<file path="src/rtl/strobe_fifo_pkg.sv">
package strobe_fifo_pkg;

  // Strobes from the control unit to the storage datapath
  typedef struct packed {
    logic wrEn;       // store dataIn at the write address
    logic rdEn;       // capture the word at the read address
    logic dropValid;  // read strobe released: qualifier falls
    logic clear;      // reset in force
  } memCtrl_t;

endpackage

</file>
<file path="src/rtl/strobe_fifo_ctrl.sv">
module strobe_fifo_ctrl
  import strobe_fifo_pkg::*;
#(
  parameter int DEPTH = 16,
  localparam int AW = $clog2(DEPTH),
  localparam int PW = AW + 1
) (
  input  logic          clk,
  input  logic          rstN,
  input  logic          wrN,
  input  logic          rdN,
  input  logic          rtN,
  output memCtrl_t      ctl,
  output logic [AW-1:0] wrAddr,
  output logic [AW-1:0] rdAddr,
  output logic          emptyN,
  output logic          fullN,
  output logic          halfN,
  output logic          overflow,
  output logic          underflow
);

  localparam int HALF = DEPTH / 2;
  localparam int NSTB = 3;

  // Strobe sampling: index 0 write, 1 read, 2 retransmit
  logic [NSTB-1:0] strobeLvl, strobePrev, strobeFall;
  assign strobeLvl = {rtN, rdN, wrN};

  always_ff @(posedge clk) strobePrev <= strobeLvl;

  for (genvar g = 0; g < NSTB; g++) begin : gFall
    assign strobeFall[g] = strobePrev[g] & ~strobeLvl[g];
  end

  logic rdRise;
  assign rdRise = ~strobePrev[1] & strobeLvl[1];

  // Reset is held until both data strobes are idle
  logic inReset, active;
  always_ff @(posedge clk) begin
    if (!rstN)                      inReset <= 1'b1;
    else if (inReset && wrN && rdN) inReset <= 1'b0;
  end
  assign active = rstN && !inReset;

  logic [PW-1:0] wPtr, rPtr, count, wPtrNext, rPtrNext, cntNext;
  logic isEmpty, isFull, wrDo, rdDo, rtDo;

  assign count   = wPtr - rPtr;
  assign isEmpty = (count == '0);
  assign isFull  = (count == PW'(DEPTH));

  assign wrDo = active && strobeFall[0] && !isFull;
  assign rdDo = active && strobeFall[1] && !isEmpty;
  assign rtDo = active && strobeFall[2] && wrN && rdN;

  assign wPtrNext = wPtr + PW'(wrDo);
  assign rPtrNext = rtDo ? '0 : rPtr + PW'(rdDo);
  assign cntNext  = wPtrNext - rPtrNext;

  always_ff @(posedge clk) begin
    if (!rstN || inReset) begin
      wPtr <= '0;
      rPtr <= '0;
    end else begin
      wPtr <= wPtrNext;
      rPtr <= rPtrNext;
    end
  end

  // Half-full: set by a write, cleared by the read strobe's rising edge
  logic readOpen, halfQ;
  always_ff @(posedge clk) begin
    if (!rstN || inReset) begin
      readOpen <= 1'b0;
      halfQ    <= 1'b0;
    end else begin
      if (rdDo)        readOpen <= 1'b1;
      else if (rdRise) readOpen <= 1'b0;
      if (rtDo)
        halfQ <= (cntNext > PW'(HALF));
      else if (wrDo && cntNext > PW'(HALF))
        halfQ <= 1'b1;
      else if (rdRise && readOpen && cntNext <= PW'(HALF))
        halfQ <= 1'b0;
    end
  end

  always_ff @(posedge clk) begin
    if (!rstN) begin
      overflow  <= 1'b0;
      underflow <= 1'b0;
    end else begin
      overflow  <= active && strobeFall[0] && isFull;
      underflow <= active && strobeFall[1] && isEmpty;
    end
  end

  always_comb begin
    ctl.wrEn      = wrDo;
    ctl.rdEn      = rdDo;
    ctl.dropValid = rdRise;
    ctl.clear     = !rstN || inReset;
  end

  assign wrAddr = wPtr[AW-1:0];
  assign rdAddr = rPtr[AW-1:0];
  assign emptyN = !isEmpty;
  assign fullN  = !isFull;
  assign halfN  = !halfQ;

  // Checks
  assert_reset_flags_R1: assert property (@(posedge clk)
    !rstN |=> (!emptyN && fullN && halfN));

  assert_no_overflow_R3: assert property (@(posedge clk) disable iff (!rstN)
    (active && strobeFall[0] && isFull) |=> (wPtr == $past(wPtr)) && overflow);

  assert_no_underflow_R4: assert property (@(posedge clk) disable iff (!rstN)
    (active && strobeFall[1] && isEmpty) |=> (rPtr == $past(rPtr)) && underflow);

  assert_half_set_R7: assert property (@(posedge clk) disable iff (!rstN)
    $rose(halfQ) |-> $past(wrDo || rtDo));

  assert_half_clear_R8: assert property (@(posedge clk) disable iff (!rstN)
    ($fell(halfQ) && !$past(inReset)) |-> $past(rdRise || rtDo));

  assert_rewind_R9: assert property (@(posedge clk) disable iff (!rstN)
    rtDo |=> (rPtr == '0) && (wPtr == $past(wPtr)));

endmodule

</file>
<file path="src/rtl/strobe_fifo_data.sv">
module strobe_fifo_data
  import strobe_fifo_pkg::*;
#(
  parameter int DEPTH = 16,
  parameter int WIDTH = 9,
  localparam int AW = $clog2(DEPTH)
) (
  input  logic             clk,
  input  memCtrl_t         ctl,
  input  logic [AW-1:0]    wrAddr,
  input  logic [AW-1:0]    rdAddr,
  input  logic [WIDTH-1:0] dataIn,
  output logic [WIDTH-1:0] dataOut,
  output logic             dataValid
);

  logic [WIDTH-1:0] store [DEPTH];

  always_ff @(posedge clk) begin
    if (ctl.wrEn) store[wrAddr] <= dataIn;
  end

  always_ff @(posedge clk) begin
    if (ctl.clear) begin
      dataOut   <= '0;
      dataValid <= 1'b0;
    end else if (ctl.rdEn) begin
      dataOut   <= store[rdAddr];
      dataValid <= 1'b1;
    end else if (ctl.dropValid) begin
      dataValid <= 1'b0;
    end
  end

  assert_valid_source_R12: assert property (@(posedge clk) disable iff (ctl.clear)
    $rose(dataValid) |-> $past(ctl.rdEn));

endmodule

</file>
<file path="src/rtl/strobe_fifo.sv">
module strobe_fifo
  import strobe_fifo_pkg::*;
#(
  parameter int DEPTH = 16,
  parameter int WIDTH = 9
) (
  input  logic             clk,
  input  logic             rstN,
  input  logic             wrN,
  input  logic             rdN,
  input  logic             rtN,
  input  logic [WIDTH-1:0] dataIn,
  output logic [WIDTH-1:0] dataOut,
  output logic             dataValid,
  output logic             emptyN,
  output logic             fullN,
  output logic             halfN,
  output logic             overflow,
  output logic             underflow
);

  localparam int AW = $clog2(DEPTH);

  memCtrl_t      ctl;
  logic [AW-1:0] wrAddr, rdAddr;

  strobe_fifo_ctrl #(.DEPTH(DEPTH)) u_ctrl (
    .clk(clk), .rstN(rstN), .wrN(wrN), .rdN(rdN), .rtN(rtN),
    .ctl(ctl), .wrAddr(wrAddr), .rdAddr(rdAddr),
    .emptyN(emptyN), .fullN(fullN), .halfN(halfN),
    .overflow(overflow), .underflow(underflow)
  );

  strobe_fifo_data #(.DEPTH(DEPTH), .WIDTH(WIDTH)) u_data (
    .clk(clk), .ctl(ctl), .wrAddr(wrAddr), .rdAddr(rdAddr),
    .dataIn(dataIn), .dataOut(dataOut), .dataValid(dataValid)
  );

endmodule

</file>
<file path="config.mk">
export PLATFORM = sky130hd
export DESIGN_NAME = strobe_fifo
export DESIGN_NICKNAME = d
export VERILOG_FILES = /design/src/rtl/strobe_fifo_pkg.sv /design/src/rtl/strobe_fifo_ctrl.sv /design/src/rtl/strobe_fifo_data.sv /design/src/rtl/strobe_fifo.sv
export SDC_FILE = /design/constraint.sdc
export NUM_CORES = 1
export LEC_CHECK = 0
export BUFFER_PORTS_ARGS = -buffer_cell sky130_fd_sc_hd__buf_2
export CORE_ASPECT_RATIO = 0.7
export CORE_MARGIN = 5
export CORE_UTILIZATION = 55
export CTS_CLUSTER_SIZE = 40
export DETAILED_ROUTE_END_ITERATION = 12
export PLACE_DENSITY = 0.77
export SETUP_SLACK_MARGIN = 0.4
export SKIP_CTS_REPAIR_TIMING = 1
export SLEW_MARGIN = 20
export SYNTH_ARGS = -nofsm -noshare
export SYNTH_HDL_FRONTEND = slang
export SYNTH_SLANG_ARGS = --single-unit
</file>
<file path="constraint.sdc">
create_clock -name clk -period 3.7 [get_ports clk]
set_clock_uncertainty 0.2 [all_clocks]
set_input_delay 0.185 -clock clk [delete_from_list [all_inputs] [get_ports clk]]
set_output_delay 0.185 -clock clk [all_outputs]
set_load 0.03 [all_outputs]
</file>
==> results.yml <==
yosys:
  synth_top_family_by_area: "multiplexers"
  synth_most_common_cell: "edfxtp_1"
  yosys_most_used_dff: "edfxtp_1"
  synth-simple-area-share: 0.0727
  syn-num-nets: 428
  ys_seq_elements: 171
  synth_enable_flop_cells: 144
  synthMuxAreaShare: 0.117
  synth.distinct_cells: 41
  ys_seq_area_frac: 0.702
  synthTopCellsByCount: "edfxtp_1, mux4_2, dfxtp_1"
  yosys_warnings: 0
  syn_area_um2: 6930
  synth-xor-area-share: 0.0191
  synth_area_leader_cell: "edfxtp_1"
  synth_fa_ha_area_frac: 0.0217
  synth_top_cell_area_share: 0.624
  ys_async_sr_fraction: 0
  synth_compound_area_frac: 0.0455
  syn_avg_cell_area_um2: 17.2
  netlist_instances: 402
  synth_area_leaders: "edfxtp_1, mux4_2, dfxtp_1"
critical_path:
  rr_worst_depth: 15
  rr_startpoint: "u_ctrl.wPtr[1]"
  cp_max_fo: 4
  reg2reg_setup_slack_ps: 310
  endpoint_kind: "register"
  critPathLaunchType: "register"
  reg2reg_to: "u_ctrl.halfQ"
  arrival_ps: 3540
  crit_type: "reg -> reg"
  required_ps: 3840
hold_path:
  min_from: "rstN"
  hold_depth: 3
  hold_class: "in -> reg"
  hold_path_end: "u_ctrl.readOpen"
power_and_ir_drop:
  pwr-share-seq: 0.543
  pwr-share-clk: 0.442
  switchingPower_uw: 794
  swShare: 0.207
  p_int_mw: 3.05
  power.density_nw_per_um2: 464
  p_leak_nw: 2.77
  pwr-share-comb: 0.015
  peakVddDrop_uv: 386
cts:
  cts.sinks: 171
  cts_root_buf: "clkbuf_16"
  h-tree-depth: 4
  clkLatencyLatePin_ps: 420
  cts_tree: "yes"
  clkTransAtPathRegs_ps: 70
  clockBufferDepth: 2
  cts_made_buffers: 17
global_routing:
  antenna_found_initial: 0
  grt_overflow: 0
  grt_pass1_vias: 3821
  grtUsageTotal: 0.200
  grt_pass1_wl_mm: 22.0
  grt_max_degree: 39
routing:
  routed_wl_mm: 14.5
  via_count: 3893
  ant_nets: 0
  first_pass_iters: 4
  route.detailed.drc: 0
  wl_per_cell_um: 22.4
  first_iter_violations: 371
  via_per_inst: 6.00
final_layout:
  antenna-diode-count: 0
  layout-drive-gt1-share: 0.345
  nNetsFinal: 500
  area_growth_pct: 19.5
  fin_cells: 649
timing:
  fin_ws_ps: 307
  drv_slew: 0
  final.setup.tns_ps: 0
  worst_pin_slew_ps: 931
  setup_viol_count_final: 0
  rsz0062_at_grt: "yes"
  clock.fmax_mhz: 295
  hold_viol_final: 0
  fin_crit_ps: 3390
  slew-limit-headroom: 0.378
  min_period_over_period: 0.917
floorplanning:
  die_y_um: 104
  dieWidth_um: 144
  initial_core_util: 0.560
  num_io_pins: 29
  dieArea_um2: 15000
  rows: 34
  core_um2: 12400
place:
  dpl_worst_slack_ps: 134
  port_buffers: 28
  gp_congestion: 0.900
  placedCellCount: 598
  hpwl_mm: 9.46
flow_run:
  maxCapViolations: 0
outcome:
  run_status: "complete, no violations"
## power groups by stage
stage | Sequential (mW) | Clock, mW | Combinational (mW)
CTS | 2.09 | 1.72 | 0.0473
global route | 2.09 | 1.81 | 0.0641
global placement | 2.13 | 0 | 0.0437
finish | 2.09 | 1.70 | 0.0581
floorplan | 2.13 | 0 | 0.0127
detailed placement | 2.13 | 0 | 0.0471
## cell usage in the layout (no fill, tap or decap), types with 10 or more instances in the layout
master | synthesis | layout
edfxtp_1 | 144 | 144
mux4_2 | 36 | 36
buf_4 | 3 | 35
buf_2 | 3 | 28
nand2_1 | 22 | 21
dfxtp_1 | 27 | 20
a22oi_1 | 18 | 18
clkbuf_16 | 0 | 17
nand3_1 | 14 | 14
nor3_1 | 13 | 13
dlygate4sd3_1 | 0 | 13
a21oi_1 | 13 | 11
o21ai_0 | 10 | 10
## cell type report
class                      count  area, µm²
sequential                   171       4880
clock buffer                  18        429
inverter                      12       45.0
fill                         819       4100
tap                          162        203
timing repair buffer          76        533
clock inverter                14        139
multi-input combinational    196       2050
## worst max path at each step
stage	from	to	slack [ps]	cells past startpoint
after floorplan	u_ctrl.rPtr[1]	u_ctrl.halfQ	170	19
after global placement	u_ctrl.rPtr[3]	u_ctrl.halfQ	260	16
after detailed placement	u_ctrl.rPtr[3]	u_ctrl.halfQ	130	16
after CTS	u_ctrl.rPtr[3]	u_ctrl.halfQ	70	16
after global routing	u_ctrl.wPtr[1]	u_ctrl.halfQ	180	15
final	u_ctrl.wPtr[1]	u_ctrl.halfQ	310	15
## registers in the layout, summed over array words and instances, names as in the netlist
register and cells:
u_ctrl.overflow 1, u_ctrl.strobePrev 3, u_ctrl.rPtr 5, u_ctrl.wPtr 5, u_ctrl.underflow 1, u_ctrl.inReset 1, u_data.store 144, u_data.dataOut 9
u_ctrl.readOpen 1, u_ctrl.halfQ 1
## logic make-up after synthesis
group                    Yosys count
flip-flops                       171
AND/OR/NAND/NOR                   88
AO/OA/AOI/OAI                     48
multiplexers                      36
buffers and inverters             35
XOR/XNOR                          12
adder cells (fa/ha/maj)           12
## through the flow
step           hold slack, ps  total power, mW  utilization  cell area, µm²
3_3_place_gp              103             2.17        0.606            7500
6_report                 3.96             3.84        0.669            8280
4_1_cts                  -335             3.86        0.652            8070
3_5_place_dp              109             2.18        0.606            7500
2_1_floorplan            12.7             2.14            -            7060
5_1_grt                  16.9             3.96        0.669            8280
## layer usage
metal / global-route usage / routed length, µm
met1: 0.301 / 6570
met2: 0.291 / 6790
met4: 0.0626 / 250
met3: 0.0506 / 907
met5: 0 / 0
## worst max-delay path, cell delays in order, from the launching register on
cell	delay, ps
dfxtp_4	370
ha_4	250
and3b_2	250
o211a_1	220
o2111a_1	280
nor2_2	90
ha_2	210
ha_4	140
xor2_1	130
nand2_1	140
ha_4	270
a21oi_2	140
nand2_2	80
a21oi_2	150
xnor3_1	230
a211oi_2	170
No activity file was read; power rests on OpenSTA's default activity.
